<file path="config.mk">
export PLATFORM = sky130hd
export DESIGN_NAME = pwm_shadow_gen
export DESIGN_NICKNAME = d
export VERILOG_FILES = /design/src/rtl/pwm_shadow_pkg.sv /design/src/rtl/pwm_shadow_regs.sv /design/src/rtl/pwm_shadow_chan.sv /design/src/rtl/pwm_shadow_gen.sv
export SDC_FILE = /design/constraint.sdc
export NUM_CORES = 2
export LEC_CHECK = 0
export BUFFER_PORTS_ARGS = -buffer_cell sky130_fd_sc_hd__buf_2
export CAP_MARGIN = 30
export CORE_MARGIN = 2
export CORE_UTILIZATION = 65
export CTS_BUF_LIST = sky130_fd_sc_hd__clkbuf_4
export DETAILED_ROUTE_END_ITERATION = 12
export PLACE_DENSITY = 0.82
export SYNTH_ARGS = -nofsm -noshare
export SYNTH_HDL_FRONTEND = slang
export SYNTH_SLANG_ARGS = --single-unit
</file>
<file path="constraint.sdc">
create_clock -name clk -period 4 [get_ports clk]
set_input_delay 0.2 -clock clk [delete_from_list [all_inputs] [get_ports clk]]
set_output_delay 0.2 -clock clk [all_outputs]
set_load 0.005 [all_outputs]
</file>
<file path="src/rtl/pwm_shadow_pkg.sv">
package pwm_shadow_pkg;

    // byte offsets of the shared per-channel bit registers
    localparam int OFS_POL   = 'h40;
    localparam int OFS_START = 'h44;
    localparam int OFS_DONE  = 'h48;
    localparam int OFS_UPD   = 'h4C;
    localparam int OFS_OE    = 'hD0;

    // per-channel control bundle handed from the register file to a channel
    typedef struct packed {
        logic start;       // start bit level
        logic start_rise;  // one-cycle pulse after a 0->1 write of start
        logic upd_fall;    // one-cycle pulse after a 1->0 write of update
        logic pol;         // invert output
        logic oe;          // drive the pad
    } chan_ctl_t;

    // smallest period the counter can run
    function automatic logic [31:0] fit_period(input logic [31:0] v);
        return (v < 32'd2) ? 32'd2 : v;
    endfunction

endpackage

</file>
<file path="src/rtl/pwm_shadow_regs.sv">
module pwm_shadow_regs
    import pwm_shadow_pkg::*;
#(
    parameter int NCH = 4,
    parameter int CW  = 30,
    parameter int AW  = 8,
    parameter int DW  = 32
) (
    input  logic                     clk,
    input  logic                     rst,
    input  logic                     wr_en,
    input  logic                     rd_en,
    input  logic [AW-1:0]            addr,
    input  logic [DW-1:0]            wdata,
    output logic [DW-1:0]            rdata,
    input  logic [NCH-1:0]           done_i,
    output logic [NCH-1:0][CW-1:0]   sh_per,
    output logic [NCH-1:0][CW-1:0]   sh_lvl,
    output chan_ctl_t [NCH-1:0]      ctl
);
    localparam int CH_SPAN = NCH * 8;
    localparam int IW      = (NCH > 1) ? $clog2(NCH) : 1;

    logic [NCH-1:0] pol_q, start_q, upd_q, oe_q, srise_q, ufall_q;

    always_ff @(posedge clk) begin
        if (rst) begin
            for (int i = 0; i < NCH; i++) begin
                sh_per[i] <= CW'(2);
                sh_lvl[i] <= CW'(1);
            end
            pol_q   <= '0;
            start_q <= '0;
            upd_q   <= '0;
            oe_q    <= '0;
            srise_q <= '0;
            ufall_q <= '0;
        end else begin
            srise_q <= '0;
            ufall_q <= '0;
            if (wr_en) begin
                for (int i = 0; i < NCH; i++) begin
                    if (addr == AW'(i * 8))     sh_lvl[i] <= wdata[CW-1:0];
                    if (addr == AW'(i * 8 + 4)) sh_per[i] <= wdata[CW-1:0];
                end
                if (addr == AW'(OFS_POL)) pol_q <= wdata[NCH-1:0];
                if (addr == AW'(OFS_OE))  oe_q  <= wdata[NCH-1:0];
                if (addr == AW'(OFS_START)) begin
                    start_q <= wdata[NCH-1:0];
                    srise_q <= wdata[NCH-1:0] & ~start_q;
                end
                if (addr == AW'(OFS_UPD)) begin
                    upd_q   <= wdata[NCH-1:0];
                    ufall_q <= ~wdata[NCH-1:0] & upd_q;
                end
            end
        end
    end

    always_comb begin
        for (int i = 0; i < NCH; i++) begin
            ctl[i].start      = start_q[i];
            ctl[i].start_rise = srise_q[i];
            ctl[i].upd_fall   = ufall_q[i];
            ctl[i].pol        = pol_q[i];
            ctl[i].oe         = oe_q[i];
        end
    end

    always_comb begin
        rdata = '0;
        if (rd_en) begin
            if (addr < AW'(CH_SPAN) && addr[1:0] == 2'b00) begin
                if (addr[2]) rdata[CW-1:0] = sh_per[addr[3 +: IW]];
                else         rdata[CW-1:0] = sh_lvl[addr[3 +: IW]];
            end else if (addr == AW'(OFS_POL))   rdata[NCH-1:0] = pol_q;
            else if (addr == AW'(OFS_START))     rdata[NCH-1:0] = start_q;
            else if (addr == AW'(OFS_DONE))      rdata[NCH-1:0] = done_i;
            else if (addr == AW'(OFS_UPD))       rdata[NCH-1:0] = upd_q;
            else if (addr == AW'(OFS_OE))        rdata[NCH-1:0] = oe_q;
        end
    end

    AST_RISE_WITH_START: assert property (@(posedge clk) disable iff (rst)
        (srise_q != '0) |-> ((srise_q & ~start_q) == '0));

endmodule

</file>
<file path="src/rtl/pwm_shadow_chan.sv">
module pwm_shadow_chan
    import pwm_shadow_pkg::*;
#(
    parameter int CW = 30
) (
    input  logic          clk,
    input  logic          rst,
    input  chan_ctl_t     ctl,
    input  logic [CW-1:0] sh_per,
    input  logic [CW-1:0] sh_lvl,
    output logic          pwm_o,
    output logic          oe_o,
    output logic          done_o
);
    localparam logic [CW-1:0] PER_RST = CW'(2);
    localparam logic [CW-1:0] LVL_RST = CW'(1);

    logic          run;
    logic [CW-1:0] cnt, per_a, lvl_a, stg_per, stg_lvl, eff_per;
    logic          pend, last;

    assign eff_per = CW'(fit_period(32'(sh_per)));
    assign last    = (cnt == per_a - CW'(1));

    always_ff @(posedge clk) begin
        if (rst) begin
            run     <= 1'b0;
            cnt     <= '0;
            per_a   <= PER_RST;
            lvl_a   <= LVL_RST;
            stg_per <= PER_RST;
            stg_lvl <= LVL_RST;
            pend    <= 1'b0;
        end else if (!ctl.start) begin
            run  <= 1'b0;
            cnt  <= '0;
            pend <= 1'b0;
        end else if (ctl.start_rise) begin
            run   <= 1'b1;
            cnt   <= '0;
            per_a <= eff_per;
            lvl_a <= sh_lvl;
            pend  <= 1'b0;
        end else if (run) begin
            if (last) begin
                cnt <= '0;
                if (pend) begin
                    per_a <= stg_per;
                    lvl_a <= stg_lvl;
                    pend  <= 1'b0;
                end
            end else begin
                cnt <= cnt + CW'(1);
            end
            if (ctl.upd_fall) begin
                stg_per <= eff_per;
                stg_lvl <= sh_lvl;
                pend    <= 1'b1;
            end
        end
    end

    assign pwm_o  = run & ctl.oe & ((cnt >= lvl_a) ^ ctl.pol);
    assign oe_o   = ctl.oe;
    assign done_o = run & last;

    AST_CNT_BOUND: assert property (@(posedge clk) disable iff (rst)
        run |-> (cnt < per_a));
    AST_DONE_SINGLE: assert property (@(posedge clk) disable iff (rst)
        done_o |=> !done_o);
    AST_HOLD_ACTIVE: assert property (@(posedge clk) disable iff (rst)
        (ctl.start && !ctl.start_rise && !(run && last)) |=> ($stable(per_a) && $stable(lvl_a)));
    AST_START_LOADS: assert property (@(posedge clk) disable iff (rst)
        ctl.start_rise |=> (run && cnt == '0));
    AST_IDLE_LOW: assert property (@(posedge clk) disable iff (rst)
        !ctl.start |=> !pwm_o);

endmodule

</file>
<file path="src/rtl/pwm_shadow_gen.sv">
module pwm_shadow_gen
    import pwm_shadow_pkg::*;
#(
    parameter int NCH = 4,
    parameter int CW  = 30,
    parameter int AW  = 8,
    parameter int DW  = 32
) (
    input  logic           clk,
    input  logic           rst,
    input  logic           wr_en,
    input  logic           rd_en,
    input  logic [AW-1:0]  addr,
    input  logic [DW-1:0]  wdata,
    output logic [DW-1:0]  rdata,
    output logic [NCH-1:0] pwm_out,
    output logic [NCH-1:0] pwm_oe
);
    logic [NCH-1:0][CW-1:0] sh_per, sh_lvl;
    chan_ctl_t [NCH-1:0]    ctl;
    logic [NCH-1:0]         done;

    pwm_shadow_regs #(.NCH(NCH), .CW(CW), .AW(AW), .DW(DW)) u_regs (
        .clk    (clk),
        .rst    (rst),
        .wr_en  (wr_en),
        .rd_en  (rd_en),
        .addr   (addr),
        .wdata  (wdata),
        .rdata  (rdata),
        .done_i (done),
        .sh_per (sh_per),
        .sh_lvl (sh_lvl),
        .ctl    (ctl)
    );

    for (genvar g = 0; g < NCH; g++) begin : g_chan
        pwm_shadow_chan #(.CW(CW)) u_chan (
            .clk    (clk),
            .rst    (rst),
            .ctl    (ctl[g]),
            .sh_per (sh_per[g]),
            .sh_lvl (sh_lvl[g]),
            .pwm_o  (pwm_out[g]),
            .oe_o   (pwm_oe[g]),
            .done_o (done[g])
        );
    end

    AST_OE_FOLLOWS: assert property (@(posedge clk) disable iff (rst)
        ((pwm_out & ~pwm_oe) == '0));

endmodule

</file>
# After elaboration in Yosys (flattened, before gate mapping)
# Index checks and enable logic that the tools add are counted.
[totals]
ff_bits = 872
inputBits = 44
out_inout_bits = 40
wordCells = 221
[classes]
n_addsub = 8
magnitude_cmp = 10
n_eq_ne = 16
mux = 61
bitwise_logic = 31
n_reduce_logical = 53
[op_table]
columns = ["operator", "n"]
rows = [
  ["two-way mux 30 bit", 44],
  ["adder 30 x 1 -> 30 bit, second input constant", 4],
  ["binary-select mux 30 bit (select 2 bit)", 2],
  ["== test 30 bit", 4],
  ["greater-or-equal comparator 30 bit", 4],
  ["< comparator 30 x 2 -> 1 bit, second input constant", 4],
  ["subtractor 30 x 1 -> 30 bit, second input constant", 4],
  ["== test 8 x 5 -> 1 bit, second input constant", 4],
  ["== test 8 x 7 -> 1 bit, second input constant", 4],
  ["AND reduction 2 bit", 16],
  ["AND reduction 4 bit", 8],
  ["nonzero test 2 bit", 16],
  ["two-way mux 26 bit", 1],
  ["two-way mux 4 bit", 6],
  ["OR reduction 3 bit", 6],
  ["== test 8 x 4 -> 1 bit, second input constant", 2],
  ["AND 1 bit", 12],
  ["NOT 1 bit", 11],
  ["AND 4 bit", 2],
  ["== test 8 x 3 -> 1 bit, second input constant", 1],
  ["== test 8 bit, second input constant", 1],
  ["zero test 8 bit", 1],
  ["< comparator 8 x 6 -> 1 bit, second input constant", 1],
  ["two-way mux 1 bit", 8],
  ["other kinds (6)", 13],
]

# Depth between registers and ports, before layout
[logic_depth]
word_depth = 8
depth_mapped = 16
depth_no_buf = 11

# Hierarchy
# From an unflattened synthesis, not the netlist that was laid out.
[hier_totals]
hier_cells = 5406
hier_area_um2 = 44750.4
[by_module_without_submodules]
columns = ["module", "instances", "cells_per_inst", "area_each_um2", "seq_area_each_um2"]
rows = [
  ["pwm_shadow_chan", 4, 1014, 8321.7, 3042.9],
  ["pwm_shadow_regs", 1, 1350, 11463.5, 5285.1],
]

# Worst setup path after synthesis
# Ideal clock, no wire load.
[synth_timing]
kind = "register to register"
startpoint = "reg g_chan[0].u_chan.per_a[0]"
endpoint = "reg g_chan[0].u_chan.lvl_a[10]"
setup_time_ns = 0.122
arrival_ns = 3.414
required_ns = 3.878
setup_slack_ns = 0.465
path_stages_with_launch = 16
path_buffers = 4
period_less_slack_ns = 3.535
cell_sequence = "dfxtp_1 clkbuf_1 inv_1 ha_1 clkbuf_1 nor3b_1 nand4_1 nor3_1 xnor2_1 nand4_1 or4_1 nor4b_2 a211oi_1 buf_6 buf_6 a221o_1"
[synth_via]
elab_chain_len = 4
[synth_lines]
columns = ["element", "line_no", "rtl"]
rows = [
  ["start: declaration", "pwm_shadow_chan.sv:19", "logic [CW-1:0] cnt, per_a, lvl_a, stg_per, stg_lvl, eff_per;"],
  ["start signal: assignment", "pwm_shadow_chan.sv:41", "per_a <= eff_per;"],
  ["start signal: assignment", "pwm_shadow_chan.sv:48", "per_a <= stg_per;"],
  ["subtractor 30 x 1 -> 30 bit", "pwm_shadow_chan.sv:23", "assign last = (cnt == per_a - CW'(1));"],
  ["== test 30 bit", "pwm_shadow_chan.sv:23", ""],
  ["nonzero test 2 bit (no line)", "-", ""],
  ["AND reduction 4 bit (no line)", "-", ""],
  ["end signal: assignment", "pwm_shadow_chan.sv:42", "lvl_a <= sh_lvl;"],
  ["end signal: assignment", "pwm_shadow_chan.sv:49", "lvl_a <= stg_lvl;"],
  ["end: declaration", "pwm_shadow_chan.sv:19", ""],
]
# No other way between the ends.
# A chain may end at the register's enable or synchronous reset.

# Worst setup path in the final report
[layout_timing]
startpoint = "reg g_chan[1].u_chan.per_a[1]"
endpoint = "out rdata[1]"
[layout_via]
elab_chain_len = 8
[layout_lines]
columns = ["element", "line_no", "rtl"]
rows = [
  ["start: declaration", "pwm_shadow_chan.sv:19", ""],
  ["start signal: assignment", "pwm_shadow_chan.sv:41", ""],
  ["start signal: assignment", "pwm_shadow_chan.sv:48", ""],
  ["subtractor 30 x 1 -> 30 bit", "pwm_shadow_chan.sv:23", ""],
  ["== test 30 bit", "pwm_shadow_chan.sv:23", ""],
  ["AND 1 bit", "pwm_shadow_chan.sv:65", "assign done_o = run & last;"],
  ["two-way mux 4 bit", "pwm_shadow_regs.sv:78", "else if (addr == AW'(OFS_DONE)) rdata[NCH-1:0] = done_i;"],
  ["two-way mux 4 bit", "pwm_shadow_regs.sv:77", "else if (addr == AW'(OFS_START)) rdata[NCH-1:0] = start_q;"],
  ["two-way mux 4 bit", "pwm_shadow_regs.sv:76", "end else if (addr == AW'(OFS_POL)) rdata[NCH-1:0] = pol_q;"],
  ["two-way mux 4 bit", "pwm_shadow_regs.sv:73", "if (addr < AW'(CH_SPAN) && addr[1:0] == 2'b00) begin"],
  ["two-way mux 30 bit", "pwm_shadow_regs.sv:72", "if (rd_en) begin"],
  ["end: declaration", "pwm_shadow_gen.sv:15", "output logic [DW-1:0] rdata,"],
]
# No other way between the ends.

==> metrics <==
# nets final=roughly 5600; via count=41440; worst-path maximum fanout=6; pwr/cell area=between 300 and 400 nW/um^2; Reg2Reg Capture Point=g_chan[2].u_chan.per_a[1]$_SDFFE_PP1P_; Buf/Inv on CP=4; largest family of logic cells by synthesized area=simple AND/OR/NAND/NOR gates; Final TNS setup=-1859 ps; Hold WC Path Type=input pin to flop; crit path launch=g_chan[1].u_chan.per_a[1]$_SDFFE_PP1P_; IO Count=84; Port Buffers=79; GR Util All Layers=39.54%; CTS Sinks=just under 900; slowest CP cell=or4b_4; Remaining Overflow, GRT=0; Final period util=114.8%; async set-reset flop share out of synthesis=0%; Inst Count DP=approximately 6000; fin worst setup slack=-593.8 ps; RSZ-0062 raised after global routing=true; Die Y=about 260 um; worst-margin pin slew=1077 ps; M1 WL=~54 mm; VDD IR max=0.0003967 V; fmax=approximately 0.22 GHz; die area=a little under 70000 sq um; post-layout minimum cycle time=around 4600 ps; multiplexer share of the synthesized area=under 10%; CTS max path bufs=3; CP cell instances=inv_2, ha_4, or4b_4, or3_4, nor4b_4, a211oi_2, a2111oi_2, buf_4, nand2_1, or3_4, a31oi_2, buf_4, buf_2; fin cells=6477; total iterations of the first detailed-routing run=6; Initial Utilization=65.93%; share of cells above drive strength 1=around 15%; Clock Skew=about 60 ps; Slew Viols, Final=0; FF-to-FF setup slack=100 ps; Final Hold Vio Count=0; Row Count=94; area share of the largest cell type after synthesis=40.06%; DR vias/cell=6.397; Wirelength per Cell=roughly 22 um; post-DP HPWL=~100 mm; largest net degree at the start of global routing=roughly 230; Worst Setup EP=rdata[1]; synthesized area=~44000 sq um; Worst-path clk slew=~70 ps; most numerous cell in the Yosys netlist=nand2_1; via count of the first global-routing pass=38010; Starting DRT DRC Count=around 5800; Relative slew margins=between 20% and 30%; Critical Path Source Type=flop; Detail Route Antenna Nets=0; Area Overhead vs Synth=12.59%; critical path's top delay family=simple AND/OR/NAND/NOR gates; EDFF count, synth=0; failing checks=negative setup slack; initial antenna violation count=10; YS warnings=0; Most used DFF post-synth=dfxtp_1; TritonCTS Buffers=218; area of the core=66100 sq um; CP Capture Type=primary output; wire length on met3=17.72 mm; Worst path depth=13; Clock Tree Root=clkbuf_4; final-report setup violation count=4; RePlAce Congestion=between 0.9 and 1; Adder-Cell Fraction of Synth Area=under 10%; Yosys top cell by area=dfxtp_1; Largest stage delay, worst path=about 500 ps; highest metal used=met5; register area share after synthesis=approximately 40%; Cell variety after synth=just under 90; Tot Pwr=around 18 mW; met2 WL=roughly 60 mm; Simple-Gate Fraction of Synth Area=22.62%; insertion delay to the later sink of the worst-skew pair=between 1000 and 1500 ps; total wire length=~140 mm; depth of the CTS H-tree=4; Mapped Avg Cell Area=about 8.1 sq um; reg2reg path depth=17; first-pass GRT wire length=about 220 mm; Post-synth top cells=nand2_1 (1090), dfxtp_1 (872), a21oi_1 (578); cell count after synthesis=around 5300; crit path DAT=approximately 4400 ps; Synth Area in XOR/XNOR=5.045%; R2R Path Start=g_chan[2].u_chan.per_a[0]$_SDFFE_PP0P_; Compound-Gate Fraction of Synth Area=around 16%; Hold Path Cell Cnt=4; DRC viols=0; Horiz. Die Dim=262.9 um; largest cells by area after synthesis=dfxtp_1 (40%), nand2_1 (9.4%), a21oi_1 (6.6%); Required @ worst endpoint=around 3800 ps; max cap viols=0; count of state elements after synthesis=around 870; leak pwr=17.03 nW; kind of critical path=flop to primary output; CTS tree=built; status=finished with violations
-- layer usage --
layer | GRT usage (%) | up-vias
met5 | 0 | -
met4 | 23.71 | 4
met3 | 10.95 | 533
met2 | 58.89 | 2524
met1 | 51.25 | 19320
li1 | - | 19060
-- layout by cell type (no fill, tap or decap), types with 13 or more instances in the layout --
master | netlist | final
a211oi_1 | 127 | 122
a21o_1 | 29 | 29
a21oi_1 | 578 | 570
a221o_1 | 59 | 59
a22oi_1 | 118 | 118
a31oi_1 | 25 | 23
and2_1 | 25 | 23
and3_1 | 47 | 43
and4_1 | 21 | 19
buf_12 | 0 | 22
buf_2 | 32 | 80
buf_4 | 43 | 138
clkbuf_4 | 0 | 303
clkinv_1 | 1 | 33
dfxtp_1 | 872 | 823
dfxtp_2 | 0 | 37
dlygate4sd3_1 | 0 | 57
ha_1 | 128 | 117
inv_1 | 156 | 150
mux2i_1 | 161 | 161
mux4_2 | 60 | 60
nand2_1 | 1090 | 1088
nand2b_1 | 17 | 16
nand3_1 | 156 | 147
nand4_1 | 88 | 88
nand4b_1 | 14 | 14
nor2_1 | 449 | 448
nor2b_1 | 24 | 24
nor3_1 | 58 | 52
nor4_1 | 68 | 55
nor4b_1 | 14 | 13
o211ai_1 | 27 | 27
o21ai_0 | 53 | 44
or2_2 | 13 | 13
or3_1 | 26 | 20
xnor2_1 | 134 | 132
xor2_1 | 117 | 117
-- state kept, by name (all words and copies together), names as in the netlist --
register	flops
g_chan.u_chan.cnt	120
g_chan.u_chan.lvl_a	120
g_chan.u_chan.per_a	120
g_chan.u_chan.stg_lvl	120
g_chan.u_chan.stg_per	120
u_regs.sh_lvl	120
u_regs.sh_per	120
g_chan.u_chan.pend	4
g_chan.u_chan.run	4
u_regs.oe_q	4
u_regs.pol_q	4
u_regs.srise_q	4
u_regs.start_q	4
u_regs.ufall_q	4
u_regs.upd_q	4
-- tightest hold or removal path: stages --
cell and delay [ps]:
dlygate4sd3_1 570, buf_2 200, nand2_1 70, a21oi_1 50
-- worst min path at each step --
stage                                                  start                                 end  slack [ps]
after global routing                               wdata[16]      u_regs.sh_per[46]$_SDFFE_PP0P_           4
final                                              wdata[29]      u_regs.sh_per[29]$_SDFFE_PP0P_          30
after global placement    g_chan[1].u_chan.pend$_SDFFE_PP0P_  g_chan[1].u_chan.pend$_SDFFE_PP0P_         430
after CTS                                          wdata[16]     u_regs.sh_lvl[106]$_SDFFE_PP0P_         0.1
after floorplan                                     wdata[0]        u_regs.ufall_q[0]$_SDFF_PP0_         280
after detailed placement  g_chan[1].u_chan.pend$_SDFFE_PP0P_  g_chan[1].u_chan.pend$_SDFFE_PP0P_         440
-- power by group --
part	total, mW	internal, mW	switching (mW)
clock	7.38	3.76	3.62
sequential	8.94	8.78	0.151
combinational	1.20	0.508	0.692
-- layout make-up --
type / instances / area (sq um)
multi-input cells: 3914 / 24600
flip-flops and latches: 872 / 17550
fillers: 4884 / 17040
repair buffers: 306 / 2596
clock buffers: 303 / 2275
well taps: 864 / 1081
inverters: 157 / 589.3
clock inverters: 50 / 341.6
diodes: 11 / 27.53
-- through the flow --
| stage | instance area (sq um) | worst slack (ps) | hold slack [ps] | util, % |
|---|---|---|---|---|
| 2_1_floorplan | 43580 | 464.7 | 276.7 | - |
| 3_3_place_gp | 44410 | 40.27 | 433.2 | 67.19 |
| 3_5_place_dp | 44590 | 45.63 | 439.0 | 67.47 |
| 4_1_cts | 48560 | -696.0 | 0.1441 | 73.46 |
| 5_1_grt | 49050 | -739.3 | 3.879 | 74.21 |
| 6_report | 49060 | -593.8 | 33.62 | 74.22 |
-- timing repair --
action                                  4_1_cts  5_1_grt
gates cloned                                  1        2
endpoints found under the setup margin        8      126
hold buffers                                 57        0
buffers inserted                             38       14
gates resized for setup                     128       76
pin swaps                                    37       40
endpoints found under the hold margin       391        0
-- cells by family after synthesis --
logic type / after synthesis
AND/OR/NAND/NOR: 2182
AO/OA/AOI/OAI: 1124
flip-flops: 872
buffers and inverters: 562
XOR/XNOR: 251
multiplexers: 227
adder cells (fa/ha/maj): 128
other: 1
Power figures use the tool's default switching activity.
